## src/rtl/mwr_pkg.sv

```systemverilog
package mwr_pkg;

    localparam int HALF_W = 16;
    localparam int WORD_W = 2 * HALF_W;

    typedef logic [HALF_W-1:0] half_t;

    // register indices
    localparam int OTG_IDX   = 0;
    localparam int STRAP_IDX = 1;
    localparam int HOST_IDX  = 2;
    localparam int MIN_REGS  = 3;

    // OTG register fields
    localparam int            OTG_SUSP_LSB = 0;
    localparam int            OTG_SUSP_W   = 9;
    localparam logic [8:0]    OTG_SUSP_ON  = 9'h1D9;
    localparam logic [8:0]    OTG_SUSP_OFF = 9'h052;
    localparam int            IDPU_BIT     = 11;
    localparam int            OTG_CLK_BIT  = 14;

    // strap / charger register fields
    localparam int BYPASS_BIT  = 12;
    localparam int CHG_EN_BIT  = 14;
    localparam int CHG_RST_BIT = 15;

    // host register fields
    localparam int          HOST_SUSP_LSB = 0;
    localparam int          HOST_SUSP_W   = 4;
    localparam logic [3:0]  HOST_SUSP_ON  = 4'h9;
    localparam logic [3:0]  HOST_SUSP_OFF = 4'h2;
    localparam int          HOST_CHG_EN_BIT  = 7;
    localparam int          HOST_CHG_RST_BIT = 8;
    localparam int          HOST_CLK_BIT     = 9;

    typedef struct packed {
        half_t val;
    } lane_state_t;

    typedef struct packed {
        logic [WORD_W-1:0] data;
        logic              valid;
    } rd_state_t;

    function automatic half_t reset_word(input int idx);
        half_t w;
        w = '0;
        case (idx)
            OTG_IDX:   w[OTG_SUSP_LSB +: OTG_SUSP_W] = OTG_SUSP_OFF;
            STRAP_IDX: w[CHG_RST_BIT] = 1'b1;
            HOST_IDX: begin
                w[HOST_SUSP_LSB +: HOST_SUSP_W] = HOST_SUSP_OFF;
                w[HOST_CHG_RST_BIT] = 1'b1;
            end
            default:   w = '0;
        endcase
        return w;
    endfunction

endpackage

```

## src/rtl/mwr_decode.sv

```systemverilog
module mwr_decode #(
    parameter int ADDR_W   = 4,
    parameter int NUM_REGS = 3
) (
    input  logic              wr_en,
    input  logic              rd_en,
    input  logic [ADDR_W-1:0] addr,
    output logic [NUM_REGS-1:0] wr_sel,
    output logic              rd_hit
);
    localparam logic [ADDR_W:0] REG_COUNT = (ADDR_W+1)'(NUM_REGS);

    logic [ADDR_W:0] addr_ext;
    assign addr_ext = {1'b0, addr};

    genvar gi;
    generate
        for (gi = 0; gi < NUM_REGS; gi++) begin : g_sel
            assign wr_sel[gi] = wr_en && (addr_ext == (ADDR_W+1)'(gi));
        end
    endgenerate

    assign rd_hit = rd_en && (addr_ext < REG_COUNT);

endmodule

```

## src/rtl/mwr_lane.sv

```systemverilog
module mwr_lane
    import mwr_pkg::*;
#(
    parameter half_t RST_VAL = '0
) (
    input  logic              clk,
    input  logic              rst_n,
    input  logic              wr_sel,
    input  logic [WORD_W-1:0] wdata,
    output half_t             val_q
);
    lane_state_t st_d, st_q;
    half_t       mask, data;

    assign mask = wdata[WORD_W-1:HALF_W];
    assign data = wdata[HALF_W-1:0];

    always_comb begin
        st_d = st_q;
        if (wr_sel) begin
            st_d.val = (st_q.val & ~mask) | (data & mask);
        end
    end

    always_ff @(posedge clk or negedge rst_n) begin
        if (!rst_n) begin
            st_q.val <= RST_VAL;
        end else begin
            st_q <= st_d;
        end
    end

    assign val_q = st_q.val;

    AST_ZERO_MASK_HOLD: assert property (@(posedge clk) disable iff (!rst_n)
        (wr_sel && (mask == '0)) |=> $stable(val_q));

    AST_UNMASKED_BITS_KEEP: assert property (@(posedge clk) disable iff (!rst_n)
        wr_sel |=> ((val_q & ~$past(mask)) == ($past(val_q) & ~$past(mask))));

    AST_IDLE_HOLD: assert property (@(posedge clk) disable iff (!rst_n)
        !wr_sel |=> $stable(val_q));

endmodule

```

## src/rtl/mwr_rdport.sv

```systemverilog
module mwr_rdport
    import mwr_pkg::*;
#(
    parameter int ADDR_W   = 4,
    parameter int NUM_REGS = 3
) (
    input  logic                       clk,
    input  logic                       rst_n,
    input  logic                       rd_en,
    input  logic                       rd_hit,
    input  logic [ADDR_W-1:0]          rd_idx,
    input  logic [NUM_REGS*HALF_W-1:0] reg_flat,
    output logic [WORD_W-1:0]          rdata,
    output logic                       rvalid
);
    rd_state_t st_d, st_q;
    half_t     word;

    always_comb begin
        word = '0;
        for (int i = 0; i < NUM_REGS; i++) begin
            if (rd_idx == ADDR_W'(i)) begin
                word = reg_flat[i*HALF_W +: HALF_W];
            end
        end
    end

    always_comb begin
        st_d       = st_q;
        st_d.valid = rd_en;
        if (rd_en) begin
            st_d.data = rd_hit ? {{HALF_W{1'b0}}, word} : '0;
        end
    end

    always_ff @(posedge clk or negedge rst_n) begin
        if (!rst_n) begin
            st_q <= '0;
        end else begin
            st_q <= st_d;
        end
    end

    assign rdata  = st_q.data;
    assign rvalid = st_q.valid;

    AST_RVALID_TRACKS_RD: assert property (@(posedge clk) disable iff (!rst_n)
        rd_en |=> rvalid);

    AST_NO_RD_NO_VALID: assert property (@(posedge clk) disable iff (!rst_n)
        !rd_en |=> !rvalid);

endmodule

```

## src/rtl/mwr_phy_ctrl_bank.sv

```systemverilog
module mwr_phy_ctrl_bank
    import mwr_pkg::*;
#(
    parameter int ADDR_W   = 4,
    parameter int NUM_REGS = 3
) (
    input  logic              clk,
    input  logic              rst_n,
    input  logic              bus_wr,
    input  logic              bus_rd,
    input  logic [ADDR_W-1:0] bus_addr,
    input  logic [31:0]       bus_wdata,
    output logic [31:0]       bus_rdata,
    output logic              bus_rvalid,
    output logic [8:0]        otg_susp_code,
    output logic              otg_suspended,
    output logic              otg_idpu_sel,
    output logic              otg_clk_keep,
    output logic              otg_susp_bypass,
    output logic              otg_chg_en,
    output logic              otg_chg_rst,
    output logic [3:0]        host_susp_code,
    output logic              host_suspended,
    output logic              host_chg_en,
    output logic              host_chg_rst,
    output logic              host_clk_keep
);
    localparam logic [ADDR_W:0] REG_COUNT = (ADDR_W+1)'(NUM_REGS);

    logic [NUM_REGS-1:0]        wr_sel;
    logic                       rd_hit;
    half_t                      reg_val [NUM_REGS];
    logic [NUM_REGS*HALF_W-1:0] reg_flat;

    mwr_decode #(
        .ADDR_W   (ADDR_W),
        .NUM_REGS (NUM_REGS)
    ) u_decode (
        .wr_en  (bus_wr),
        .rd_en  (bus_rd),
        .addr   (bus_addr),
        .wr_sel (wr_sel),
        .rd_hit (rd_hit)
    );

    genvar gi;
    generate
        for (gi = 0; gi < NUM_REGS; gi++) begin : g_lane
            mwr_lane #(
                .RST_VAL (reset_word(gi))
            ) u_lane (
                .clk    (clk),
                .rst_n  (rst_n),
                .wr_sel (wr_sel[gi]),
                .wdata  (bus_wdata),
                .val_q  (reg_val[gi])
            );
            assign reg_flat[gi*HALF_W +: HALF_W] = reg_val[gi];
        end
    endgenerate

    mwr_rdport #(
        .ADDR_W   (ADDR_W),
        .NUM_REGS (NUM_REGS)
    ) u_rdport (
        .clk      (clk),
        .rst_n    (rst_n),
        .rd_en    (bus_rd),
        .rd_hit   (rd_hit),
        .rd_idx   (bus_addr),
        .reg_flat (reg_flat),
        .rdata    (bus_rdata),
        .rvalid   (bus_rvalid)
    );

    // field map
    assign otg_susp_code   = reg_val[OTG_IDX][OTG_SUSP_LSB +: OTG_SUSP_W];
    assign otg_suspended   = (otg_susp_code == OTG_SUSP_ON);
    assign otg_idpu_sel    = reg_val[OTG_IDX][IDPU_BIT];
    assign otg_clk_keep    = reg_val[OTG_IDX][OTG_CLK_BIT];
    assign otg_susp_bypass = reg_val[STRAP_IDX][BYPASS_BIT];
    assign otg_chg_en      = reg_val[STRAP_IDX][CHG_EN_BIT];
    assign otg_chg_rst     = reg_val[STRAP_IDX][CHG_RST_BIT];
    assign host_susp_code  = reg_val[HOST_IDX][HOST_SUSP_LSB +: HOST_SUSP_W];
    assign host_suspended  = (host_susp_code == HOST_SUSP_ON);
    assign host_chg_en     = reg_val[HOST_IDX][HOST_CHG_EN_BIT];
    assign host_chg_rst    = reg_val[HOST_IDX][HOST_CHG_RST_BIT];
    assign host_clk_keep   = reg_val[HOST_IDX][HOST_CLK_BIT];

    AST_SEL_ONEHOT: assert property (@(posedge clk) disable iff (!rst_n)
        $onehot0(wr_sel));

    AST_UNMAPPED_READ_ZERO: assert property (@(posedge clk) disable iff (!rst_n)
        (bus_rd && ({1'b0, bus_addr} >= REG_COUNT)) |=> (bus_rdata == 32'h0));

    AST_READ_OLD_VALUE: assert property (@(posedge clk) disable iff (!rst_n)
        (bus_rd && (bus_addr == ADDR_W'(OTG_IDX)))
        |=> (bus_rdata == {16'h0000, $past(reg_val[OTG_IDX])}));

endmodule

```

## config.mk

```make
export PLATFORM = sky130hd
export DESIGN_NAME = mwr_phy_ctrl_bank
export DESIGN_NICKNAME = d
export VERILOG_FILES = /design/src/rtl/mwr_pkg.sv /design/src/rtl/mwr_decode.sv /design/src/rtl/mwr_lane.sv /design/src/rtl/mwr_rdport.sv /design/src/rtl/mwr_phy_ctrl_bank.sv
export SDC_FILE = /design/constraint.sdc
export NUM_CORES = 1
export LEC_CHECK = 0
export BUFFER_PORTS_ARGS = -buffer_cell sky130_fd_sc_hd__buf_2
export CAP_MARGIN = 20
export CORE_ASPECT_RATIO = 1.25
export CORE_UTILIZATION = 47
export DETAILED_ROUTE_END_ITERATION = 7
export PLACE_DENSITY = 0.78
export SKIP_CTS_REPAIR_TIMING = 1
export SKIP_LAST_GASP = 1
export SLEW_MARGIN = 25
export SYNTH_ARGS = -nofsm -noshare
export SYNTH_HDL_FRONTEND = slang
export SYNTH_HIERARCHICAL = 1
export SYNTH_SLANG_ARGS = --single-unit
```

## constraint.sdc

```tcl
create_clock -name clk -period 1.1 [get_ports clk]
set_input_delay 0.055 -clock clk [delete_from_list [all_inputs] [get_ports clk]]
set_output_delay 0.055 -clock clk [all_outputs]
set_load 0.01 [all_outputs]
```

==> results of run 1 <==
-- how the worst max path moves through the flow --
stage	start	to	slack, ns
2_1_floorplan	bus_addr[3]	flop	0.04
3_3_place_gp	bus_addr[3]	flop	-0.12
3_5_place_dp	bus_addr[3]	flop	-0.17
4_1_cts	flop	otg_suspended	-0.41
5_1_grt	flop	otg_suspended	-0.47
6_report	flop	otg_suspended	-0.42
-- layer usage --
layer,GRT usage [%],routed length (um)
met1,26.4,3230
met2,38.7,4390
met5,0,0
met4,9.87,187
met3,4.15,380
-- power breakdown --
| group | internal, uW | switching [uW] |
|---|---|---|
| registers | 2780 | 266 |
| clock network | 1360 | 887 |
| logic | 861 | 568 |
-- placed cells by master (no fill, tap or decap), types with 2 or more instances in the layout --
| master | instances |
|---|---|
| buf_12 | 2 |
| nand2_1 | 49 |
| mux2_2 | 18 |
| clkbuf_8 | 14 |
| o32ai_1 | 15 |
| inv_1 | 15 |
| nor2_1 | 2 |
| conb_1 | 16 |
| dfstp_2 | 6 |
| dlygate4sd3_1 | 16 |
| nor2b_1 | 13 |
| mux2_4 | 30 |
| buf_2 | 73 |
| a21boi_0 | 16 |
| buf_6 | 7 |
| dfrtp_1 | 59 |
| buf_4 | 28 |
| and2b_1 | 2 |
| a211oi_1 | 14 |
| and4b_1 | 2 |
-- worst max-delay path: stages, from the launching register on --
cell	delay [ns]
dfstp_2	0.56
nand4_1	0.13
and4bb_2	0.32
buf_2	0.12
-- cell families after synthesis --
family / after synthesis / share of synthesized area (%)
other cells: 1 / 0.111
mux: 48 / 19.3
flops: 65 / 48.4
simple gates: 78 / 11.6
buf+inv: 48 / 9.49
compound gates: 47 / 11.0
-- stage by stage --
| stage | power (uW) | cell area [sq um] | hold slack, ns | TNS (ns) | setup slack, ns |
|---|---|---|---|---|---|
| global route | 7000 | 4380 | 0.00718 | -1.32 | -0.470 |
| finish | 6720 | 4380 | -0.00921 | -0.926 | -0.418 |
| detailed placement | 4300 | 3880 | 0.0329 | -7.24 | -0.172 |
| floorplan | 3800 | 3430 | -0.241 | 0 | 0.0367 |
| global placement | 4240 | 3880 | 0.0239 | -4.17 | -0.115 |
| CTS | 6550 | 4110 | -0.341 | -0.847 | -0.415 |
-- final cells by class --
| class | instances | area share, % |
|---|---|---|
| clock inverter | 1 | 0.686 |
| timing repair buffer | 126 | 19.5 |
| clock buffer | 15 | 4.49 |
| sequential | 65 | 37.3 |
| tap | 90 | 2.57 |
| multi-input combinational | 189 | 34.0 |
| inverter | 16 | 1.37 |
==> metrics.txt, run 1 <==
Layout Nets=447; RSZ-0062 raised after global routing=yes; setup ws final=-0.418 ns; DPL Wire Length=5740 um; Mapped Area=0.00338 sq mm; DRT Pass-1 Iters=4; Finished Core Util=63.1%; Fill cells=557; register area=0.00163 sq mm; min cycle time layout=1.52 ns; drt drc=0; max cap viols=0; crit path max fanout=3; Synth Flop Type=dfrtp_1; initial antenna violation count=0; Cell variety after synth=31; CTS Buf Count=9; row cnt=34; Max Buffers Root-to-Sink=2; Mapped Cells=287; largest area contributor in the netlist=dfrtp_1; WP data required=1.04 ns; Die Y-Extent=96.8 um; initial core utilization=48.7%; final WL=8190 um; vias in the first global route=2518; synthesized area per cell=11.8 sq um; PD cells=1530 mW/mm^2; via count=2634; hold path startpoint=bus_wdata[13]; r2r endpoint=u_rdport/rdata[0]; Reg clk slew, reported paths=0.07 ns; PortBufs=79; Worst-Skew Late Latency=0.34 ns; Ant. Diodes=0; DRT iter0 DRCs=196; dpl cells=463; crit start category=flop; Fmax=659 MHz; Yosys top cell area share=43.7%; core outline area=0.00693 sq mm; Fin Clk Skew=0.00772 ns; htree depth=3; # setup viols final=8; GRT Total Usage=22.2%; synth top area cells=dfrtp_1, mux2_4, mux2_2; Vias per Instance=5.25; WL/cell=16.3 um; clock sink count=65; violated checks=hold timing, setup timing; status=complete, but fails checks; share of cells above drive strength 1=45.1%; most frequent cell after synthesis=dfrtp_1; hold path cells=2; Fin. Hold Viols=3; Hold Crit Class=primary input to flop; final slew viol count=0; flop2flop setup slack=-0.05 ns; number of synthesized register bits=65; Reg2Reg Depth=4; Yosys warnings=6; Die Wd=77.8 um; CP Class=flop to output port; Clock Tree Root=clkbuf_8; grt ovf=0; Worst Path Arrival=1.46 ns; P&R area growth vs syn=29.7%; Multi-input gate area=0.00149 sq mm; IO Count=96; commonest cells in the synthesized netlist=dfrtp_1, nand2_1, mux2_4; first-pass GRT wire length=12700 um; CTS tree=done; Leakage=0.00217 uW; largest net degree at the start of global routing=27; Seq/Total Area, Yosys=48.4%; Die ar.=0.00753 sq mm; hold_ws=-0.00921 ns; Tcrit/Tclk final=138%; Max VDD drop=0.812 mV; routability cong.=0.816; CP endpoint kind=output port; ys async rst share=100%; EDFF count, synth=0; final cell count without fillers=502; post-detailed-route count of antenna-violating nets=0
(Power assumes the default switching activity.)
==> run 2, diff against run 1 <==
==> constraint.sdc (replaced) <==
create_clock -name clk -period 1.1 [get_ports clk]
set_input_delay 0.165 -clock clk [delete_from_list [all_inputs] [get_ports clk]]
set_output_delay 0.165 -clock clk [all_outputs]
set_load 0.01 [all_outputs]
==> run 2 against run 1 <==
Compared with the run above: the flow finishes with violations (setup timing); die area unchanged; clock power down 20%; sequential power about the same; core utilization down 1.1 points; fmax down 5.5%; cell count down 2.4%; non-clock buffer count down 12; global-route usage down 0.22 points; critical path type unchanged.
==> metrics.txt, run 2 (same netlist as run 1, synthesis figures left out) <==
Clock Tree Root=clkbuf_8 (unchanged); Die Wd=77.8 um (unchanged); largest net degree at the start of global routing=66 (was 27); # setup viols final=17 (was 8); Tcrit/Tclk final=146% (was 138%); CTS Buf Count=9 (unchanged); flop2flop setup slack=-0.19 ns (was -0.05 ns); PortBufs=79 (unchanged); Hold Crit Class=primary input to flop (unchanged); routability cong.=0.818 (was 0.816); cells along the critical path=nand4_1, and4bb_2, buf_2 (unchanged); Placed Area=0.00394 sq mm (was 0.00388 sq mm); Reg2Reg Depth=5 (was 4); fin area=0.00430 sq mm (was 0.00438 sq mm); setup ws final=-0.505 ns (was -0.418 ns); Worst Path Arrival=1.44 ns (was 1.46 ns); final WL=7800 um (was 8190 um); CP Class=flop to output port (unchanged); WP buf/inv=1 (unchanged); initial antenna violation count=0 (unchanged); IO Count=96 (unchanged); grt ovf=0 (unchanged); Worst path max stage delay=0.56 ns (about the same); clock sink count=65 (unchanged); via count=2531 (was 2634); crit-path leading delay family=flip-flops (unchanged); row cnt=34 (unchanged); Stages on worst setup path=3 (unchanged); Fin. Hold Viols=0 (was 3); commonest non-fill, non-tap cell in the layout=buf_2 (unchanged); RSZ-0062 raised after global routing=yes (unchanged); slowest cell on the critical path=dfstp_2 (unchanged); core outline area=0.00693 sq mm (unchanged); vias in the first global route=2563 (was 2518); crit start category=flop (unchanged); Layout Nets=435 (was 447); max cap viols=0 (unchanged); Fill cells=570 (was 557); Fmax=623 MHz (was 659 MHz); total chip power=6360 uW (was 6720 uW); PD cells=1480 mW/mm^2 (was 1530 mW/mm^2); first-pass GRT wire length=12500 um (was 12700 um); crit path max fanout=2 (was 3); final slew viol count=0 (unchanged); Die Y-Extent=96.8 um (unchanged); initial core utilization=48.7% (unchanged); CP endpoint=otg_suspended (unchanged); most frequent cells in the layout=buf_2, dfrtp_1, nand2_1, mux2_4, buf_4 (unchanged); min cycle time layout=1.61 ns (was 1.52 ns); drt drc=0 (unchanged); Max VDD drop=1.09 mV (was 0.812 mV); CP endpoint kind=output port (unchanged); GRT Total Usage=22.0% (was 22.2%); CTS tree=done (unchanged); post-detailed-route count of antenna-violating nets=0 (unchanged); Ant. Diodes=0 (unchanged); share of cells above drive strength 1=49.0% (was 45.1%); Vias per Instance=5.17 (was 5.25); htree depth=3 (unchanged); Max Buffers Root-to-Sink=2 (unchanged); Finished Core Util=62.0% (was 63.1%); Worst-Skew Late Latency=0.34 ns (about the same); DPL Wire Length=5490 um (was 5740 um); Reg clk slew, reported paths=0.08 ns (was 0.07 ns); r2r endpoint=u_rdport/rdata[4] (was u_rdport/rdata[0]); P&R area growth vs syn=27.4% (was 29.7%); Fin Clk Skew=0.00824 ns (was 0.00772 ns); WL/cell=15.9 um (was 16.3 um); Die ar.=0.00753 sq mm (unchanged); violated checks=setup timing (was hold timing, setup timing); WP data required=0.94 ns (was 1.04 ns); DRT Pass-1 Iters=4 (unchanged); Leakage=0.00211 uW (was 0.00217 uW); DRT iter0 DRCs=146 (was 196); Setup Slack @ Placement=-0.274 ns (was -0.172 ns); status=complete, but fails checks (unchanged)
## run 2: changes by cell type in the layout (fill, tap and decap cells not counted), moves of 3 or more
cell,previous run,this run
buf_4,28,24
clkinvlp_4,0,4
dlygate4sd3_1,16,1
buf_2,73,70
clkbuf_8,14,9
buf_6,7,15
## run 2: where the power goes
part           leakage (uW)  switching (uW)  internal, uW
Combinational       0.00120             586           929
Sequential         0.000835             256          2770
Clock             0.0000781             984           830
## run 2: per-stage QoR
step | hold WS [ns] | instances | TNS [ns]
global route | 0.0662 | 490 | -3.07
global placement | 0.203 | 466 | -11.26
finish | 0.0797 | 490 | -2.28
floorplan | -0.131 | 302 | -1.47
detailed placement | 0.206 | 466 | -12.80
CTS | -0.179 | 482 | -2.41
## run 2: worst register-to-register path, cell delays in order, from the launching register on
cell and delay, ns:
dfstp_2 0.56, buf_4 0.11, buf_6 0.08, nor2b_4 0.11, a211oi_1 0.05, o32ai_1 0.26
## run 2: layout make-up
type	count	area [sq um]	area share, %
timing repair buffer	114	790	18.4
tap	90	113	2.62
inverter	16	60.1	1.40
clock buffer	9	124	2.88
clock inverter	7	56.3	1.31
sequential	65	1630	38.0
multi-input combinational	189	1530	35.5
## run 2: metal layers
layer,up-vias,track usage (%),wire length (um)
met5,-,0,0
met4,0,11.0,137
met3,12,4.43,474
met2,102,36.1,3950
met1,1237,27.4,3240
li1,1180,-,-
## run 2: how the worst min path moves through the flow
| stage | startpoint | endpoint | slack [ns] | cells past startpoint |
|---|---|---|---|---|
| 2_1_floorplan | rst_n | async pin | -0.13 | 0 |
| 3_3_place_gp | rst_n | async pin | 0.20 | 2 |
| 3_5_place_dp | rst_n | async pin | 0.21 | 2 |
| 4_1_cts | rst_n | async pin | -0.18 | 2 |
| 5_1_grt | bus_wdata[2] | flop | 0.07 | 2 |
| 6_report | bus_wdata[2] | flop | 0.08 | 2 |
